### src/rtl/lookahead_iir.sv
module lookahead_iir #(
  parameter int DW   = 16,
  parameter int CW   = 16,
  parameter int COEF = 29491
) (
  input  logic                 clk,
  input  logic                 rst,
  input  logic                 in_valid,
  input  logic signed [DW-1:0] in_sample,
  output logic                 out_valid,
  output logic signed [DW+1:0] out_sample
);

  localparam int AW   = DW + 2;
  localparam int F    = CW - 1;
  localparam int HALF = 1 << (F - 1);
  localparam int B2I  = (COEF * COEF + HALF) >>> F;
  localparam logic signed [CW-1:0] B1   = CW'(COEF);
  localparam logic signed [CW-1:0] B2   = CW'(B2I);
  localparam logic signed [AW-1:0] YMAX = {1'b0, {(AW-1){1'b1}}};
  localparam logic signed [AW-1:0] YMIN = {1'b1, {(AW-1){1'b0}}};

  logic                 v0, v1, v2, v3;
  logic signed [DW-1:0] xi, xc;
  logic signed [DW:0]   m1;
  logic signed [AW-1:0] s_acc, p_fb, y_acc;

  logic signed [DW+CW-1:0] ff_prod, ff_rnd;
  logic signed [AW+CW-1:0] fb_prod, fb_rnd;
  logic signed [AW:0]      sum;
  logic signed [AW-1:0]    s_nx, y_nx;

  assign ff_prod = xc * B1;
  assign ff_rnd  = ff_prod + $signed((DW+CW)'(HALF));
  assign fb_prod = y_acc * B2;
  assign fb_rnd  = fb_prod + $signed((AW+CW)'(HALF));
  assign s_nx    = {{2{xc[DW-1]}}, xc} + {m1[DW], m1};
  assign sum     = {p_fb[AW-1], p_fb} + {s_acc[AW-1], s_acc};
  assign y_nx    = (sum[AW] != sum[AW-1]) ? (sum[AW] ? YMIN : YMAX) : sum[AW-1:0];

  always_ff @(posedge clk) begin
    if (rst) begin
      {v0, v1, v2, v3} <= '0;
      xi    <= '0;
      xc    <= '0;
      m1    <= '0;
      s_acc <= '0;
      p_fb  <= '0;
      y_acc <= '0;
    end else begin
      v0 <= in_valid;
      v1 <= v0;
      v2 <= v1;
      v3 <= v2;
      if (in_valid) xi <= in_sample;
      if (v0) begin
        xc <= xi;
        m1 <= ff_rnd[F +: DW+1];
      end
      if (v1) s_acc <= s_nx;
      if (v2) begin
        p_fb  <= fb_rnd[F +: AW];
        y_acc <= y_nx;
      end
    end
  end

  assign out_valid  = v3;
  assign out_sample = y_acc;


  lat_chk: assert property (@(posedge clk) disable iff (rst)
    out_valid |-> $past(in_valid, 4));


  hold_chk: assert property (@(posedge clk) disable iff (rst)
    !out_valid |-> $stable(out_sample) || $past(rst));


  stage_hold_chk: assert property (@(posedge clk) disable iff (rst)
    !v0 |=> $stable(xc) && $stable(m1));


  no_wrap_pos_chk: assert property (@(posedge clk) disable iff (rst)
    v2 && !p_fb[AW-1] && !s_acc[AW-1] |=> !y_acc[AW-1]);


  no_wrap_neg_chk: assert property (@(posedge clk) disable iff (rst)
    v2 && p_fb[AW-1] && s_acc[AW-1] |=> y_acc[AW-1]);

endmodule

### config.mk
export PLATFORM = sky130hd
export DESIGN_NAME = lookahead_iir
export DESIGN_NICKNAME = d
export VERILOG_FILES = /design/src/rtl/lookahead_iir.sv
export SDC_FILE = /design/constraint.sdc
export NUM_CORES = 1
export LEC_CHECK = 0
export ABC_AREA = 1
export BUFFER_PORTS_ARGS = -buffer_cell sky130_fd_sc_hd__buf_2
export CORE_MARGIN = 8
export CORE_UTILIZATION = 58
export DETAILED_ROUTE_END_ITERATION = 7
export GPL_ROUTABILITY_DRIVEN = 1
export PLACE_DENSITY = 0.82
export RECOVER_POWER = 100
export REMOVE_ABC_BUFFERS = 1
export SKIP_LAST_GASP = 1
export SLEW_MARGIN = 25
export SYNTH_ARGS = -nofsm -noshare
export SYNTH_HDL_FRONTEND = slang
export SYNTH_SLANG_ARGS = --single-unit
### constraint.sdc
create_clock -name clk -period 12.22 [get_ports clk]
set_input_delay 1.833 -clock clk [delete_from_list [all_inputs] [get_ports clk]]
set_output_delay 1.833 -clock clk [all_outputs]
set_load 0.01 [all_outputs]
==> results.py, run 1 <==
metrics = {
    "logic_synthesis": {
        "synth.top_cell.area_share_pct": 25.0,
        "post_synth_instance_area_sq_um": 17300,
        "synth_top_cell_by_area": "sky130_fd_sc_hd__fa_1",
        "synthesis.yosys.warnings": 0,
        "synth_sequential_area_ratio_pct": 12.4,
        "syn-mean-instance-area_sq_um": 7.67,
        "register_bit_count_reported_by_yosys": 107,
        "postSynthCellCount": 2250,
        "synth.area.top_cells": "sky130_fd_sc_hd__fa_1, sky130_fd_sc_hd__ha_1, sky130_fd_sc_hd__dfxtp_1",
        "yosysUniqueCellTypes": 45,
    },
    "global_route": {
        "grt_use_met1_pct": 35.4,
        "grt_util_met2_pct": 42.0,
        "antenna_found_initial": 0,
        "first_global_vias": 15072,
        "maximum_number_of_pins_on_one_net_before_global_route_repair": 70,
        "gr-total-overflow": 0,
        "wire_length_of_the_first_global_routing_pass_um": 75600,
        "grt_busiest_layer": "met2",
        "gr-usage-all-layers_pct": 26.5,
        "met3_usage_pct": 4.97,
    },
    "clocking": {
        "post_cts_resized": 0,
        "clock_tree.htree_level_count": 3,
        "count_of_hold_buffers_inserted_by_post_cts_repair": 0,
        "clkTransAtPathRegs_ns": 0.08,
        "postCtsSetupRepairBufs": 0,
        "cts_inserted_buffers": 9,
        "tritoncts_num_sinks": 107,
        "clk-insertion-delay-late_ns": 0.37,
        "clock_tree_from_tritoncts": "built",
        "clock_tree.buffer_depth": 2,
        "cts.root.buffer_cell": "sky130_fd_sc_hd__clkbuf_16",
    },
    "layout": {
        "final_area_sq_um": 18000,
        "finish.net_count": 2762,
        "post_route_cells_drive_above_1_share_pct": 3.74,
        "final_cells": 2663,
        "synthToLayoutAreaGrowth_pct": 4.50,
        "antenna_cells": 0,
        "nFillCells": 2672,
        "final_util_pct": 61.2,
    },
    "pwr": {
        "maximum_vdd_drop_v": 0.000116,
        "leakage_power_of_the_design_nw": 10.2,
        "cellPowerDensity_nw_per_um2": 118,
        "p_total_mw": 2.13,
    },
    "timing": {
        "timing.max_slew.rel_slack_pct": -114,
        "hold-worst-slack_ns": 0.500,
        "min_period_over_period_pct": 60.7,
        "period_minus_slack_ns": 7.42,
        "final-max-slew-violation-count": 110,
        "worstMarginPinSlew_ns": 3.21,
        "min_setup_slack_post_route_ns": 4.80,
        "setup_violations": 0,
        "timing.clock.skew_ns": 0.0125,
        "fin_tns_setup_ns": 0,
        "grt_setup_unrepaired": "false",
        "maxClockFrequency_ghz": 0.135,
        "final-hold-violation-count": 0,
    },
    "critical_path": {
        "worstRegToRegCells": 20,
        "crit_type": "flip-flop to flip-flop",
        "worst_setup_path_end_kind": "flip-flop",
        "cp_max_fo": 28,
        "endpoint": "m1[13]",
        "reg2reg_slack_ns": 4.80,
        "critical_path.reg2reg.endpoint": "m1[13]",
        "cp.arrival_ns": 7.70,
        "setup.worst_path.start": "xc[15]",
        "reg2reg_from": "xc[15]",
        "startpoint_type": "flip-flop",
        "cp.required_ns": 12.50,
    },
    "placement": {
        "numPortBuffers": 37,
        "place_inst": 2647,
        "setup_slack_at_placement_ns": 6.17,
        "dp_hpwl_um": 38400,
        "globalplace.congestion": 0.972,
        "detailed_place.area_sq_um": 17800,
    },
    "detailed_routing": {
        "drt-vias-per-instance": 5.48,
        "drc": 0,
        "drt-initial-drc-count": 1018,
        "routed_wl_um": 45600,
        "firstDrtPassIters": 5,
        "routed_wire_length_per_instance_um": 17.1,
        "drtAntennaViolNets": 0,
        "route.vias.total": 14603,
    },
    "run_status": {
        "failing_checks": "capacitance limit, slew limit",
        "run_status": "complete, but fails checks",
    },
    "run": {
        "maxCapViolCount": 2,
    },
    "die": {
        "initial_utilization_pct": 58.6,
        "chipWidth_um": 189,
        "core_sq_um": 29500,
        "die_ar_sq_um": 35500,
        "num_rows": 63,
        "chip_height_um": 189,
        "pin_count": 38,
    },
    "min_path": {
        "min_path_type": "flip-flop to flip-flop",
    },
}
[cell usage in the layout (no fill, tap or decap), drive strengths merged]
cell type	n
nor2	208
clkinv	9
a221oi	2
fa	216
nand2	401
o21bai	8
o2111ai	1
xor2	51
or2	6
o221ai	4
clkinvlp	1
o31ai	3
nand4	11
a21boi	2
o21ai	134
a31oi	4
a21o	15
mux2	1
buf	20
and3	1
nor3	12
clkbuf	31
a21oi	129
o211ai	8
ha	259
nand3b	4
and2	4
o21a	2
inv	504
nand3	86
nor4	1
xnor2	25
dfxtp	107
a211oi	3
[area by class of cell]
class | instances | area (sq um) | share of cell area [%]
Timing Repair Buffer | 42 | 188 | 1.04
Multi-Input combinational cell | 1601 | 13000 | 72.2
Clock buffer | 9 | 225 | 1.25
Sequential cell | 107 | 2140 | 11.9
Tap cell | 390 | 488 | 2.70
Clock inverter | 7 | 67.6 | 0.374
Inverter | 507 | 1900 | 10.5
[worst max-delay path, stage by stage, from the launching register on]
cell	delay (ns)
sky130_fd_sc_hd__dfxtp_1	0.31
sky130_fd_sc_hd__clkbuf_1	1.08
sky130_fd_sc_hd__inv_1	0.83
sky130_fd_sc_hd__fa_1	0.86
sky130_fd_sc_hd__inv_1	0.10
sky130_fd_sc_hd__fa_1	0.51
sky130_fd_sc_hd__inv_1	0.05
sky130_fd_sc_hd__fa_1	0.48
sky130_fd_sc_hd__fa_1	0.49
sky130_fd_sc_hd__inv_1	0.05
sky130_fd_sc_hd__fa_1	0.44
sky130_fd_sc_hd__ha_1	0.37
sky130_fd_sc_hd__nand2_1	0.13
sky130_fd_sc_hd__nor4_1	0.58
sky130_fd_sc_hd__a21oi_1	0.20
sky130_fd_sc_hd__o21ai_0	0.41
sky130_fd_sc_hd__nand2_1	0.13
sky130_fd_sc_hd__nand3_1	0.09
sky130_fd_sc_hd__nand3_1	0.09
sky130_fd_sc_hd__nand2_1	0.08
sky130_fd_sc_hd__inv_1	0.04
[where the power goes]
part	switching (mW)	internal [mW]	leakage (nW)
clock network	0.169	0.144	0.140
registers	0.0309	0.375	0.878
logic	0.887	0.523	9.20
total	1.09	1.04	10.2
[sequential cells by signal, indices dropped and copies added, names as in the netlist]
name	cells
m1	17
out_sample	18
out_valid	1
p_fb	18
s_acc	18
v0	1
v1	1
v2	1
xc	16
xi	16
[worst min path at each step]
stage | cells past startpoint | from | end | slack, ns
2_1_floorplan | 2 | s_acc[17] | s_acc[17] | 0.44
3_3_place_gp | 2 | xi[8] | xi[8] | 0.47
3_5_place_dp | 2 | m1[8] | m1[8] | 0.48
4_1_cts | 2 | s_acc[17] | s_acc[17] | 0.50
5_1_grt | 2 | s_acc[17] | s_acc[17] | 0.52
6_report | 2 | m1[8] | m1[8] | 0.50
[routing by layer]
layer / up-vias / wire length [um] / part of all wire [%]
met5: - / 0 / 0
met4: 0 / 1720 / 3.8
met1: 7003 / 20500 / 45
met3: 105 / 3120 / 6.8
met2: 479 / 20300 / 45
li1: 7016 / - / -
[synth_stat cells, drive strengths merged]
| master | instances |
|---|---|
| a211oi | 3 |
| a21boi | 2 |
| a21o | 15 |
| a21oi | 129 |
| a221oi | 2 |
| a31oi | 4 |
| and2 | 4 |
| and3 | 1 |
| buf | 6 |
| clkbuf | 29 |
| clkinv | 6 |
| dfxtp | 107 |
| fa | 216 |
| ha | 259 |
| inv | 501 |
| mux2 | 1 |
| nand2 | 401 |
| nand3 | 86 |
| nand3b | 4 |
| nand4 | 11 |
| nor2 | 208 |
| nor3 | 12 |
| nor4 | 1 |
| o2111ai | 1 |
| o211ai | 8 |
| o21a | 2 |
| o21ai | 134 |
| o21bai | 8 |
| o221ai | 4 |
| o31ai | 3 |
| or2 | 6 |
| xnor2 | 25 |
| xor2 | 51 |
[cells by family (layout without fill, tap and decap cells)]
group                      after synthesis  count (layout)  share of synthesized area, %
DFF                                    107             107                          12.4
adders and majority gates              475             475                          43.8
buffers and inverters                  542             565                          11.9
muxes                                    1               1                        0.0652
xor gates and xnor gates                76              76                          3.94
AOI/OAI and AO/OA                      315             315                          9.91
and+or+nand+nor                        734             734                          18.0
(Power assumes the default switching activity.)
==> inputs of run 2 (changes only) <==
- clock period: 12.22 -> 7.2 ns (I/O delays scaled with it)
==> run 2 against run 1 <==
  * Global-route usage fell by 0.084 points
  * Final area rose by 0.17%
  * Flip-flop and latch count did not move
  * Largest power group unchanged
  * Total power rose by 70%
  * Clock power rose by 81%
  * Highest routed layer is now met5
  * The run still ends with capacitance limit, slew limit left
  * Die area did not move
  * Largest cell class unchanged
  * Sequential power rose by 70%
  * Non-clock buffer count did not move
  * Core utilization rose by 0.11 points
==> results.py, run 2 (same netlist as run 1, synthesis figures left out) <==
metrics = {
    "run_status": {
        "run_status": "complete, but fails checks",
        "failing_checks": "capacitance limit, slew limit",
    },
    "placement": {
        "setup_slack_at_placement_ns": 1.35,
        "numPortBuffers": 37,
        "globalplace.congestion": 0.980,
        "dp_hpwl_um": 38500,
    },
    "timing": {
        "grt_setup_unrepaired": "false",
        "min_setup_slack_post_route_ns": 0.975,
        "timing.max_slew.rel_slack_pct": -113,
        "min_period_over_period_pct": 86.5,
        "timing.clock.skew_ns": 0.0124,
        "final-max-slew-violation-count": 110,
        "fin_tns_setup_ns": 0,
        "maxClockFrequency_ghz": 0.161,
        "period_minus_slack_ns": 6.22,
        "final-hold-violation-count": 0,
        "setup_violations": 0,
        "worstMarginPinSlew_ns": 3.19,
    },
    "critical_path": {
        "cp_max_fo": 9,
        "startpoint_type": "flip-flop",
        "cp.arrival_ns": 6.50,
        "most_numerous_cell_on_the_critical_path": "sky130_fd_sc_hd__nand2_1",
        "worst_setup_path_end_kind": "flip-flop",
        "timing.critical_path.slowest_cell_delay_ns": 0.58,
        "crit_type": "flip-flop to flip-flop",
        "cp.required_ns": 7.47,
        "crit_path_top_delay_cell": "sky130_fd_sc_hd__dfxtp_1",
    },
    "min_path": {
        "min_path_type": "flip-flop to flip-flop",
    },
    "layout": {
        "antenna_cells": 0,
        "mostFrequentLayoutCell": "sky130_fd_sc_hd__inv_1",
        "synthToLayoutAreaGrowth_pct": 4.68,
        "post_route_cells_drive_above_1_share_pct": 3.74,
        "finish.net_count": 2762,
        "nFillCells": 2669,
        "layout.cells.most_common_list": "sky130_fd_sc_hd__inv_1, sky130_fd_sc_hd__nand2_1, sky130_fd_sc_hd__ha_1, sky130_fd_sc_hd__fa_1, sky130_fd_sc_hd__nor2_1",
    },
    "die": {
        "initial_utilization_pct": 58.6,
        "pin_count": 38,
        "chip_height_um": 189,
        "num_rows": 63,
        "die_ar_sq_um": 35500,
        "chipWidth_um": 189,
        "core_sq_um": 29500,
    },
    "detailed_routing": {
        "drtAntennaViolNets": 0,
        "routed_wl_um": 45500,
        "drt-vias-per-instance": 5.45,
        "drc": 0,
        "firstDrtPassIters": 5,
        "drt-initial-drc-count": 1071,
        "route.vias.total": 14497,
        "routed_wire_length_per_instance_um": 17.1,
    },
    "clocking": {
        "cts_inserted_buffers": 9,
        "post_cts_resized": 0,
        "tritoncts_num_sinks": 107,
        "clkTransAtPathRegs_ns": 0.08,
        "clk-insertion-delay-late_ns": 0.37,
        "postCtsSetupRepairBufs": 0,
        "clock_tree_from_tritoncts": "built",
        "clock_tree.buffer_depth": 2,
        "clock_tree.htree_level_count": 3,
        "count_of_hold_buffers_inserted_by_post_cts_repair": 0,
        "cts.root.buffer_cell": "sky130_fd_sc_hd__clkbuf_16",
    },
    "pwr": {
        "leakage_power_of_the_design_nw": 10.2,
        "p_total_mw": 3.63,
        "clock_power_share_pct": 15.6,
        "cellPowerDensity_nw_per_um2": 201,
        "maximum_vdd_drop_v": 0.000195,
        "pwr-share-comb_pct": 65.4,
        "cellInternalPower_mw": 1.83,
        "power.share.switching_pct": 49.7,
        "seq_power_share_pct": 19.0,
        "p_switching_mw": 1.80,
    },
    "global_route": {
        "first_global_vias": 14833,
        "gr-total-overflow": 0,
        "antenna_found_initial": 1,
        "gr-usage-all-layers_pct": 26.4,
        "wire_length_of_the_first_global_routing_pass_um": 75000,
        "maximum_number_of_pins_on_one_net_before_global_route_repair": 70,
    },
    "run": {
        "maxCapViolCount": 2,
    },
}
==> run 2: changes by cell type in the layout (fill, tap and decap cells not counted), moves of 2 or more <==
cell,previous run,this run
sky130_fd_sc_hd__bufinv_16,0,2
sky130_fd_sc_hd__o21ai_1,7,4
sky130_fd_sc_hd__buf_4,2,4
sky130_fd_sc_hd__inv_2,10,8
sky130_fd_sc_hd__inv_6,4,1
sky130_fd_sc_hd__o21ai_0,127,130
==> run 2: layer usage <==
layer	routed length [um]	up-vias	part of all wire [%]	track usage [%]
met5	13	-	0.029	0
met4	761	2	1.7	5.83
met3	3540	54	7.8	6.06
met2	20700	459	46	42.4
met1	20400	6964	45	35.8
li1	-	7018	-	-
==> run 2: final cells by class <==
cell class / instances / area [sq um] / share of cell area (%)
Timing Repair Buffer: 42 / 194 / 1.07
Inverter: 507 / 1900 / 10.5
Clock inverter: 6 / 88.8 / 0.491
Clock buffer: 9 / 225 / 1.25
Multi-Input combinational cell: 1601 / 13000 / 72.1
Sequential cell: 107 / 2140 / 11.9
Tap cell: 390 / 488 / 2.70
==> run 2: final timing paths <==
path | startpoint | endpoint | slack, ns | cells past startpoint
worst max register to register | out_sample[2] | p_fb[13] | 0.98 | 30
worst min-delay path | xi[5] | xi[5] | 0.50 | 2
worst max-delay path | out_sample[2] | p_fb[13] | 0.98 | 30
worst min register to register | xi[5] | xi[5] | 0.50 | 2
==> run 2: power by group through the flow <==
stage	clock, mW	combinational [mW]	sequential (mW)
2_1_floorplan	0	1.78	0.686
3_3_place_gp	0	2.26	0.701
3_5_place_dp	0	2.32	0.703
4_1_cts	0.576	2.35	0.689
5_1_grt	0.593	2.70	0.696
6_report	0.567	2.37	0.690
==> run 2: through the flow <==
stage	area (sq um)	hold WS, ns	cells	utilization, %
after floorplan	17100	0.444	2215	-
after global placement	17800	0.471	2647	60.5
after detailed placement	17800	0.478	2647	60.5
after CTS	18100	0.501	2662	61.5
after global routing	18100	0.535	2662	61.3
final	18100	0.499	2662	61.3
==> run 2: worst max-delay path, delay by kind of cell, from the launching register on <==
family                     cells  cell delay [ns]
adders and majority gates      8             3.30
and+or+nand+nor               14             1.63
DFF                            1             0.58
buffers and inverters          7             0.49
AOI/OAI and AO/OA              1             0.13
==> inputs of run 3 (changes only) <==
- CORE_MARGIN: 8 -> 2
- CORE_UTILIZATION: 58 -> 45
- PLACE_DENSITY: 0.82 -> 0.67
==> run 3 against run 2 <==
  * Cell count is 4.6% higher
  * Largest power group unchanged
  * Via count fell by 2.5%
  * Core utilization down 13 points
  * Global-route usage down 1.9 points
  * First-iteration DRC count fell by 26%
  * Non-clock buffer count grew 1
  * Total power fell by 1.5%
  * The flow still finishes with violations (capacitance limit, slew limit)
  * Fmax down 0.27%
  * Count of clock-buffer cells in the layout unchanged
==> results.py, run 3 (same netlist as run 1, synthesis figures left out) <==
metrics = {
    "run_status": {
        "run_status": "complete, but fails checks",
        "failing_checks": "capacitance limit, slew limit",
    },
    "die": {
        "core_sq_um": 37800,
        "chipWidth_um": 200,
        "pin_count": 38,
        "chip_height_um": 200,
        "die_ar_sq_um": 40000,
        "num_rows": 71,
        "initial_utilization_pct": 45.7,
    },
    "detailed_routing": {
        "drt-vias-per-instance": 5.07,
        "routed_wl_um": 45100,
        "drtAntennaViolNets": 0,
        "routed_wire_length_per_instance_um": 16.2,
        "drt-initial-drc-count": 796,
        "firstDrtPassIters": 5,
        "drc": 0,
        "route.vias.total": 14132,
    },
    "timing": {
        "timing.max_slew.rel_slack_pct": -126,
        "final-hold-violation-count": 0,
        "period_minus_slack_ns": 6.24,
        "worstMarginPinSlew_ns": 3.39,
        "maxClockFrequency_ghz": 0.160,
        "min_setup_slack_post_route_ns": 0.959,
        "grt_setup_unrepaired": "false",
        "fin_tns_setup_ns": 0,
        "timing.clock.skew_ns": 0.0171,
        "min_period_over_period_pct": 86.7,
        "final-max-slew-violation-count": 110,
        "setup_violations": 0,
    },
    "layout": {
        "nFillCells": 3694,
        "multiInputGateArea_sq_um": 13000,
        "final_cells": 2785,
        "final_area_sq_um": 18200,
        "finish.net_count": 2763,
        "antenna_cells": 0,
        "synthToLayoutAreaGrowth_pct": 5.55,
        "mostFrequentLayoutCell": "sky130_fd_sc_hd__inv_1",
        "post_route_cells_drive_above_1_share_pct": 3.74,
        "layout.cells.most_common_list": "sky130_fd_sc_hd__inv_1, sky130_fd_sc_hd__nand2_1, sky130_fd_sc_hd__ha_1, sky130_fd_sc_hd__fa_1, sky130_fd_sc_hd__nor2_1",
        "layout.area.seq_sq_um": 2140,
    },
    "min_path": {
        "min_path_type": "flip-flop to flip-flop",
    },
    "placement": {
        "dp_hpwl_um": 37900,
        "numPortBuffers": 37,
        "detailed_place.area_sq_um": 18000,
        "setup_slack_at_placement_ns": 1.31,
        "place_inst": 2769,
        "globalplace.congestion": 0.969,
    },
    "clocking": {
        "cts_inserted_buffers": 9,
        "clock_tree_from_tritoncts": "built",
        "clkTransAtPathRegs_ns": 0.09,
        "clk-insertion-delay-late_ns": 0.39,
        "postCtsSetupRepairBufs": 0,
        "count_of_hold_buffers_inserted_by_post_cts_repair": 0,
        "post_cts_resized": 0,
        "cts.root.buffer_cell": "sky130_fd_sc_hd__clkbuf_16",
        "tritoncts_num_sinks": 107,
        "clock_tree.htree_level_count": 3,
        "clock_tree.buffer_depth": 2,
    },
    "global_route": {
        "first_global_vias": 14611,
        "wire_length_of_the_first_global_routing_pass_um": 75700,
        "gr-total-overflow": 0,
        "gr-usage-all-layers_pct": 24.5,
        "maximum_number_of_pins_on_one_net_before_global_route_repair": 70,
        "antenna_found_initial": 0,
    },
    "critical_path": {
        "cp.required_ns": 7.48,
        "startpoint_type": "flip-flop",
        "timing.critical_path.slowest_cell_delay_ns": 0.63,
        "cp_max_fo": 9,
        "most_numerous_cell_on_the_critical_path": "sky130_fd_sc_hd__nand2_1",
        "cp.arrival_ns": 6.53,
        "cpLargestDelayFamily": "adder cells",
        "worst_setup_path_end_kind": "flip-flop",
        "critical_path.n_buffers_inverters": 4,
        "crit_type": "flip-flop to flip-flop",
        "crit_path_top_delay_cell": "sky130_fd_sc_hd__dfxtp_1",
    },
    "pwr": {
        "cellPowerDensity_nw_per_um2": 196,
        "leakage_power_of_the_design_nw": 10.3,
        "maximum_vdd_drop_v": 0.000153,
        "p_total_mw": 3.57,
    },
    "run": {
        "maxCapViolCount": 2,
    },
}
[run 3: cell types whose count changed in the layout (fill, tap and decap cells not counted), sizes merged]
cell / change
buf: +2
inv: +2
bufinv: -1
clkbuf: -1
clkinv: +1
clkinvlp: -1
[run 3: path summary, 6_finish.rpt]
check,from,end,slack [ns],cells after the start
max,out_sample[7],p_fb[13],0.96,26
min,m1[8],m1[8],0.50,2
max reg2reg,out_sample[7],p_fb[13],0.96,26
min reg2reg,m1[8],m1[8],0.50,2
[run 3: stage by stage]
step / utilization [%] / hold WS, ns
after detailed placement: 47.6 / 0.473
final: 48.3 / 0.500
after global placement: 47.6 / 0.469
after CTS: 48.4 / 0.498
after global routing: 48.3 / 0.523
after floorplan: - / 0.444
[run 3: final cells by class]
class,count,share of cell area (%)
multi-input cells,1601,71.5
flip-flops and latches,107,11.8
inverters,507,10.4
well taps,511,3.51
clock buffers,9,1.24
repair buffers,43,1.11
clock inverters,7,0.419
[run 3: worst reg2reg max path: stages, from the launching register on]
cell and delay (ns):
sky130_fd_sc_hd__dfxtp_1 0.63, sky130_fd_sc_hd__fa_1 0.55, sky130_fd_sc_hd__ha_1 0.31, sky130_fd_sc_hd__inv_1 0.05
sky130_fd_sc_hd__fa_1 0.48, sky130_fd_sc_hd__inv_1 0.06, sky130_fd_sc_hd__fa_1 0.53, sky130_fd_sc_hd__fa_1 0.52
sky130_fd_sc_hd__fa_1 0.50, sky130_fd_sc_hd__ha_1 0.40, sky130_fd_sc_hd__nand2_1 0.11, sky130_fd_sc_hd__inv_1 0.08
sky130_fd_sc_hd__nand2_1 0.07, sky130_fd_sc_hd__nor2_1 0.10, sky130_fd_sc_hd__nand2_1 0.06, sky130_fd_sc_hd__nand3_1 0.14
sky130_fd_sc_hd__xor2_1 0.29, sky130_fd_sc_hd__ha_1 0.24, sky130_fd_sc_hd__nand3_1 0.16, sky130_fd_sc_hd__nor2_1 0.24
sky130_fd_sc_hd__nand2_4 0.11, sky130_fd_sc_hd__nor2_8 0.12, sky130_fd_sc_hd__nand2_1 0.08, sky130_fd_sc_hd__nand2_1 0.06
sky130_fd_sc_hd__nand2_1 0.05, sky130_fd_sc_hd__o21bai_1 0.15, sky130_fd_sc_hd__inv_1 0.05
[run 3: power by group]
| part | switching [mW] | internal (mW) | total, mW | leakage, nW |
|---|---|---|---|---|
| combinational | 1.46 | 0.871 | 2.34 | 9.24 |
| clock | 0.278 | 0.274 | 0.551 | 0.148 |
| sequential | 0.0510 | 0.636 | 0.687 | 0.878 |
| total | 1.79 | 1.78 | 3.57 | 10.3 |
[run 3: routing by layer]
| layer | global-route usage, % | vias to the layer above | wire, um |
|---|---|---|---|
| met5 | 0 | - | 0 |
| met4 | 4.69 | 0 | 665 |
| met3 | 3.91 | 47 | 2210 |
| met2 | 40.3 | 298 | 20300 |
| met1 | 34.2 | 6752 | 21900 |
| li1 | - | 7035 | - |
